### config.mk
export PLATFORM = sky130hd
export DESIGN_NAME = irq_router
export DESIGN_NICKNAME = d
export VERILOG_FILES = /design/src/rtl/irq_route_pkg.sv /design/src/rtl/irq_edge_status.sv /design/src/rtl/irq_mask_bank.sv /design/src/rtl/irq_pin_merge.sv /design/src/rtl/irq_router.sv
export SDC_FILE = /design/constraint.sdc
export NUM_CORES = 1
export LEC_CHECK = 0
export ABC_AREA = 1
export ABC_CLOCK_PERIOD_IN_PS = 2350
export BUFFER_PORTS_ARGS = -buffer_cell sky130_fd_sc_hd__buf_2
export CORE_ASPECT_RATIO = 1.5
export CORE_MARGIN = 4
export CORE_UTILIZATION = 60
export CTS_BUF_LIST = sky130_fd_sc_hd__clkbuf_8
export DETAILED_ROUTE_END_ITERATION = 6
export PLACE_DENSITY = 0.85
export SLEW_MARGIN = 5
export SYNTH_ARGS = -nofsm -noshare
export SYNTH_HDL_FRONTEND = slang
export SYNTH_HIERARCHICAL = 1
export SYNTH_SLANG_ARGS = --single-unit
export TNS_END_PERCENT = 50
### constraint.sdc
create_clock -name clk -period 2.35 [get_ports clk]
set_input_delay 0.5875 -clock clk [delete_from_list [all_inputs] [get_ports clk]]
set_output_delay 0.5875 -clock clk [all_outputs]
set_load 0.02 [all_outputs]
### src/rtl/irq_route_pkg.sv
package irq_route_pkg;

  localparam int ADDR_W = 2;
  localparam int PIN_CNT = 2;

  typedef enum logic [ADDR_W-1:0] {
    SEL_STATUS  = 2'd0,
    SEL_MASK_HI = 2'd1,
    SEL_MASK_LO = 2'd2,
    SEL_NONE    = 2'd3
  } reg_sel_e;

endpackage

### src/rtl/irq_edge_status.sv
module irq_edge_status #(
  parameter int N_SRC = 32
) (
  input  logic             clk,
  input  logic             rst,
  input  logic [N_SRC-1:0] event_i,
  input  logic [N_SRC-1:0] clr_i,
  output logic [N_SRC-1:0] status_o,
  output logic [N_SRC-1:0] rise_o
);

  logic [N_SRC-1:0] ev_prev;
  logic [N_SRC-1:0] status_q;

  assign rise_o = event_i & ~ev_prev;

  // The set term wins over the clear term, bit by bit.
  always_ff @(posedge clk) begin
    if (rst) begin
      ev_prev  <= '0;
      status_q <= '0;
    end else begin
      ev_prev  <= event_i;
      status_q <= (status_q & ~clr_i) | rise_o;
    end
  end

  assign status_o = status_q;

endmodule

### src/rtl/irq_mask_bank.sv
module irq_mask_bank
  import irq_route_pkg::*;
#(
  parameter int N_SRC = 32
) (
  input  logic                          clk,
  input  logic                          rst,
  input  logic                          wr_i,
  input  logic [ADDR_W-1:0]             addr_i,
  input  logic [N_SRC-1:0]              wdata_i,
  output logic [PIN_CNT-1:0][N_SRC-1:0] mask_o
);

  for (genvar p = 0; p < PIN_CNT; p++) begin : g_mask
    localparam logic [ADDR_W-1:0] MY_SEL = ADDR_W'(int'(SEL_MASK_HI) + p);
    logic [N_SRC-1:0] mask_q;

    always_ff @(posedge clk) begin
      if (rst)
        mask_q <= '0;
      else if (wr_i && addr_i == MY_SEL)
        mask_q <= wdata_i;
    end

    assign mask_o[p] = mask_q;
  end

endmodule

### src/rtl/irq_pin_merge.sv
module irq_pin_merge #(
  parameter int N_SRC = 32
) (
  input  logic             clk,
  input  logic             rst,
  input  logic [N_SRC-1:0] status_i,
  input  logic [N_SRC-1:0] mask_i,
  output logic             pin_o
);

  logic pin_q;

  always_ff @(posedge clk) begin
    if (rst)
      pin_q <= 1'b0;
    else
      pin_q <= |(status_i & mask_i);
  end

  assign pin_o = pin_q;

endmodule

### src/rtl/irq_router.sv
module irq_router
  import irq_route_pkg::*;
#(
  parameter int N_SRC = 32
) (
  input  logic              clk,
  input  logic              rst,
  input  logic [N_SRC-1:0]  event_i,
  input  logic              reg_wr_i,
  input  logic              reg_rd_i,
  input  logic [ADDR_W-1:0] reg_addr_i,
  input  logic [N_SRC-1:0]  reg_wdata_i,
  output logic [N_SRC-1:0]  reg_rdata_o,
  output logic              reg_rvalid_o,
  output logic              irq_hi_o,
  output logic              irq_lo_o
);

  logic [N_SRC-1:0]              status_w;
  logic [N_SRC-1:0]              rise_w;
  logic [N_SRC-1:0]              clr_w;
  logic [PIN_CNT-1:0][N_SRC-1:0] masks_w;
  logic [PIN_CNT-1:0]            pins_w;
  logic [N_SRC-1:0]              rdata_q;
  logic                          rvalid_q;

  assign clr_w = (reg_wr_i && reg_addr_i == SEL_STATUS) ? reg_wdata_i : '0;

  irq_edge_status #(.N_SRC(N_SRC)) u_status (
    .clk      (clk),
    .rst      (rst),
    .event_i  (event_i),
    .clr_i    (clr_w),
    .status_o (status_w),
    .rise_o   (rise_w)
  );

  irq_mask_bank #(.N_SRC(N_SRC)) u_masks (
    .clk     (clk),
    .rst     (rst),
    .wr_i    (reg_wr_i),
    .addr_i  (reg_addr_i),
    .wdata_i (reg_wdata_i),
    .mask_o  (masks_w)
  );

  for (genvar p = 0; p < PIN_CNT; p++) begin : g_pin
    irq_pin_merge #(.N_SRC(N_SRC)) u_merge (
      .clk      (clk),
      .rst      (rst),
      .status_i (status_w),
      .mask_i   (masks_w[p]),
      .pin_o    (pins_w[p])
    );
  end

  always_ff @(posedge clk) begin
    if (rst) begin
      rdata_q  <= '0;
      rvalid_q <= 1'b0;
    end else begin
      rvalid_q <= reg_rd_i;
      if (reg_rd_i) begin
        case (reg_addr_i)
          SEL_STATUS:  rdata_q <= status_w;
          SEL_MASK_HI: rdata_q <= masks_w[0];
          SEL_MASK_LO: rdata_q <= masks_w[1];
          default:     rdata_q <= '0;
        endcase
      end
    end
  end

  assign reg_rdata_o  = rdata_q;
  assign reg_rvalid_o = rvalid_q;
  assign irq_hi_o     = pins_w[0];
  assign irq_lo_o     = pins_w[1];

endmodule

==> run_results.csv, run 1 <==
group,metric,value,unit
run_status,status,"completed",
global_routing,grtUsageTotal,24.1,%
floorplanning,die_w,101,µm
timing,setup_viol,0,
critical_path,critPathLaunchType,"input pin",
timing,hold_viol,0,
timing,skew,0.0117,ns
timing,tightestPinTransition,1.15,ns
routing,route.detailed.drc,0,
finish,drive_above_1_share,15.7,%
timing,period_share,69.8,%
critical_path,slowest_stage,"nand3_4",
critical_path,critPathBufInv,2,
routing,vias,7068,
floorplanning,start_util,61.8,%
finish,nets,1336,
finish,final_cells,1435,
clock_tree,cts_tree,"done",
clock_tree,cts.repair.resized,0,
global_routing,grt_pass1_vias,6406,
critical_path,path_cells,"buf_2, inv_1, nand3_4, nor2_1, nor2_1",
routing,wl_per_cell,12.5,µm
clock_tree,htreeDepth,4,
routing,drtPass1Iterations,5,
critical_path,critPathKind,"in2reg",
routing,routed_wl,17900,µm
clock_tree,clk_transition_reported_paths,0.09,ns
critical_path,slowest_delay,0.54,ns
global_routing,grt_pass1_wl,29200,µm
clock_tree,cts-root-buf,"clkbuf_8",
timing,max_freq,610,MHz
yosys,syn-cell-area,0.00777,mm²
critical_path,critPathArrivalTime,1.97,ns
floorplanning,die_height,147,µm
timing,setup_slack,0.710,ns
critical_path,crit_top_cell,"nor2_1",
placement,io_buffers,104,
finish,seq_area,0.00326,mm²
timing,tns,0,ns
finish,insertedDiodeCount,0,
critical_path,worstPathMaxFanout,64,
routing,drt_iter0_drc,439,
placement,place_ws,0.343,ns
floorplanning,dieArea,0.0149,mm²
timing,rsz0062_at_grt,"false",
routing,ant_nets,0,
finish,area_delta_synth_final,10.3,%
power_and_ir_drop,power_density,680,mW/mm²
clock_tree,cts_sinks,163,
clock_tree,cts_max_path_buffers,2,
global_routing,grt_max_degree,100,
critical_path,cp-end-kind,"flip-flop",
global_routing,grt_overflow_total,0,
clock_tree,clock_latency,0.44,ns
power_and_ir_drop,ir_drop,0.000397,V
timing,slew_headroom,23.6,%
finish,multi_input_area,0.00332,mm²
yosys,synth_nets,1258,
floorplanning,num_io_pins,105,
global_routing,antenna_found_initial,1,
clock_tree,cts_buffers,17,
yosys,synth_cells,1188,
yosys,avgSynthCellArea,6.54,µm²
timing,whs,0.347,ns
timing,final_max_slew_viol_count,0,
power_and_ir_drop,leakage,0.00452,µW
critical_path,crit_family,"simple AND/OR/NAND/NOR gates",
yosys,yosys_warnings,6,
finish,fill_cells,1104,
flow_run,maxCapViolations,0,
placement,placed_cells,1403,
floorplanning,core,0.0126,mm²
routing,vias_per_cell,4.93,
placement,dpl.hpwl,11600,µm
floorplanning,rows,50,
worst_hold_path,min_path_type,"in2reg",
power_and_ir_drop,power,5820,µW
clock_tree,post_cts_buffers,0,
critical_path,critPathRequiredTime,2.68,ns
timing,fin_crit,1.64,ns
clock_tree,cts_hold_buf,0,
placement,gp_congestion,0.835,
[worst paths after layout]
kind | cells past startpoint | slack (ns) | to | startpoint
setup / recovery | 5 | 0.71 | u_masks/g_mask[0].mask_q[27] | reg_addr_i[1]
hold reg to reg | 2 | 0.47 | reg_rdata_o[17] | reg_rdata_o[17]
setup reg to reg | 6 | 1.26 | g_pin[0].u_merge/pin_o | u_status/status_o[18]
hold / removal | 3 | 0.35 | u_status/ev_prev[2] | event_i[2]
[final cells by class]
cell class,count,share of cell area (%)
multi-input cells,771,38.7
clock inverters,11,1.49
inverters,198,8.68
flip-flops and latches,163,38.1
well taps,156,2.28
repair buffers,115,7.36
clock buffers,21,3.37
[per-stage QoR]
step / utilization [%] / area [µm²]
floorplan: - / 7770
global placement: 64.8 / 8150
detailed placement: 64.8 / 8150
CTS: 68.1 / 8570
global route: 68.1 / 8570
finish: 68.1 / 8570
[sequential cells by signal, indices dropped and copies added (netlist names)]
register and flops:
reg_rdata_o 32, reg_rvalid_o 1, g_pin.u_merge/pin_o 2, u_masks/g_mask.mask_q 64, u_status/ev_prev 32, u_status/status_o 32
[cell usage in the layout (no fill, tap or decap)]
cell type	instances
a21oi_1	20
a21oi_2	46
buf_12	2
buf_2	103
buf_4	10
bufinv_16	2
clkbuf_8	21
clkinv_2	3
clkinv_4	6
dfxtp_1	163
inv_1	195
inv_2	3
nand2_1	393
nand3_1	96
nand3_4	2
nor2_1	211
nor2_2	2
nor2_8	1
[per-layer routing]
metal | wire length [µm] | part of all wire, % | vias to the layer above | global-route usage (%)
met2 | 8780 | 49 | 260 | 41.3
met5 | 13 | 0.073 | - | 0
met3 | 1400 | 7.8 | 36 | 5.04
met4 | 393 | 2.2 | 2 | 7.98
li1 | - | - | 3653 | -
met1 | 7270 | 41 | 3117 | 29.8
[worst register-to-register path, stage by stage (launching register included)]
cell and delay [ns]:
dfxtp_1 0.36, nand2_1 0.10, nand2_1 0.06, nor2_1 0.13, nand2_1 0.07, nor2_1 0.12, a21oi_1 0.11
[report_power, final]
part / internal [µW] / switching [µW] / leakage (µW)
Clock: 1060 / 1030 / 0.000216
Sequential: 2920 / 112 / 0.00134
Combinational: 245 / 454 / 0.00296
Note: power is estimated with default switching activity, not from simulation.
==> inputs of run 2 (changes only) <==
--- a/config.mk
+++ b/config.mk
@@ -6,7 +6,7 @@
 export NUM_CORES = 1
 export LEC_CHECK = 0
 export ABC_AREA = 1
-export ABC_CLOCK_PERIOD_IN_PS = 2350
+export ABC_CLOCK_PERIOD_IN_PS = 1700
 export BUFFER_PORTS_ARGS = -buffer_cell sky130_fd_sc_hd__buf_2
 export CORE_ASPECT_RATIO = 1.5
 export CORE_MARGIN = 4
==> constraint.sdc (replaced) <==
create_clock -name clk -period 1.7 [get_ports clk]
set_input_delay 0.425 -clock clk [delete_from_list [all_inputs] [get_ports clk]]
set_output_delay 0.425 -clock clk [all_outputs]
set_load 0.02 [all_outputs]
==> run_results.csv, run 2 (synthesis results as in run 1) <==
group,metric,value,unit
clock_tree,cts_max_path_buffers,2,
floorplanning,die_height,147,µm
finish,final_common_cell,"nand2_1",
floorplanning,start_util,61.8,%
placement,placed_cell_area,0.00834,mm²
finish,largest_reg_flops,64,
critical_path,path_cells,"buf_2",
routing,drtPass1Iterations,5,
finish,area_delta_synth_final,12.8,%
flow_run,maxCapViolations,0,
global_routing,antenna_found_initial,1,
timing,final_max_slew_viol_count,0,
floorplanning,die_w,101,µm
routing,drt_iter0_drc,479,
timing,fin_crit,1.46,ns
timing,period_share,86.2,%
critical_path,critPathBufInv,1,
routing,vias_per_cell,4.96,
finish,insertedDiodeCount,0,
clock_tree,cts.repair.resized,0,
routing,wl_per_cell,12.7,µm
routing,routed_wl,18400,µm
finish,final_cell_mix,"nand2_1 (393), nor2_1 (211), inv_1 (199)",
placement,io_buffers,104,
clock_tree,cts_hold_buf,0,
finish,largest_register,"u_masks/g_mask.mask_q",
critical_path,slowest_delay,0.40,ns
routing,vias,7183,
floorplanning,num_io_pins,105,
timing,slew_headroom,73.1,%
power_and_ir_drop,power_density,934,mW/mm²
critical_path,path_depth,1,
floorplanning,core,0.0126,mm²
timing,tightestPinTransition,0.403,ns
critical_path,cp-end-kind,"output port",
critical_path,critPathArrivalTime,1.04,ns
global_routing,grt_pass1_wl,29800,µm
clock_tree,clk_transition_reported_paths,0.09,ns
global_routing,grtUsageTotal,24.7,%
floorplanning,rows,50,
clock_tree,cts_tree,"done",
clock_tree,clock_latency,0.45,ns
global_routing,grt_overflow_total,0,
placement,dpl.hpwl,12300,µm
critical_path,crit_family,"flip-flops",
clock_tree,htreeDepth,4,
routing,route.detailed.drc,0,
clock_tree,cts_sinks,163,
timing,whs,0.181,ns
critical_path,worstPathMaxFanout,2,
timing,skew,0.0116,ns
finish,nets,1350,
run_status,status,"completed",
global_routing,grt_pass1_vias,6566,
timing,hold_viol,0,
clock_tree,cts_buffers,17,
routing,ant_nets,0,
critical_path,critPathLaunchType,"flip-flop",
worst_hold_path,whs_path_depth,3,
clock_tree,post_cts_buffers,0,
worst_hold_path,min_path_type,"in2reg",
critical_path,r2r_cells,6,
timing,setup_viol,0,
critical_path,critPathKind,"reg2out",
clock_tree,cts-root-buf,"clkbuf_8",
finish,drive_above_1_share,16.3,%
timing,max_freq,683,MHz
power_and_ir_drop,leakage,0.00463,µW
floorplanning,dieArea,0.0149,mm²
power_and_ir_drop,ir_drop,0.000602,V
global_routing,grt_max_degree,72,
finish,fin_area,0.00876,mm²
finish,fin_util,69.7,%
critical_path,slowest_stage,"dfxtp_1",
critical_path,critPathRequiredTime,1.27,ns
placement,gp_congestion,0.838,
timing,tns,0,ns
timing,rsz0062_at_grt,"false",
[run 2: cell types whose count changed in the layout (fill, tap and decap cells not counted)]
cell        delta
clkinvlp_4     +1
buf_4          +7
clkinv_2       +1
clkbuf_8       -3
buf_12         +7
inv_1          +4
clkinv_4       -5
bufinv_16      +2
[run 2: layer usage]
metal  GRT usage (%)  routed length [µm]
met4            9.38                 486
met1            30.4                7440
met3            4.85                1450
met5               0                  13
met2            42.1                8990
[run 2: worst paths after layout]
check                   startpoint                      to  slack, ns
min                     event_i[0]     u_status/ev_prev[0]       0.18
min reg2reg        reg_rdata_o[14]         reg_rdata_o[14]       0.46
max reg2reg  u_status/status_o[26]  g_pin[1].u_merge/pin_o       0.63
max                 reg_rdata_o[1]          reg_rdata_o[1]       0.24
[run 2: power by group]
| group | total (µW) | leakage (µW) | internal, µW | switching (µW) |
|---|---|---|---|---|
| sequential | 4190 | 0.00134 | 4030 | 160 |
| clock | 2980 | 0.000227 | 1610 | 1370 |
| combinational | 1020 | 0.00306 | 376 | 642 |
[run 2: cell type report]
class	count	area (µm²)
well taps	156	195
clock buffers	18	248
inverters	198	743
fillers	1059	3810
clock inverters	14	171
repair buffers	129	823
multi-input cells	771	3320
flip-flops and latches	163	3260
[run 2: per-stage QoR]
step | total power [µW] | std cells | worst slack, ns
5_1_grt | 8540 | 1449 | 0.196
3_3_place_gp | 5250 | 1417 | 0.224
2_1_floorplan | 4950 | 1188 | 0.379
3_5_place_dp | 5280 | 1417 | 0.148
6_report | 8180 | 1449 | 0.235
4_1_cts | 8220 | 1449 | 0.234
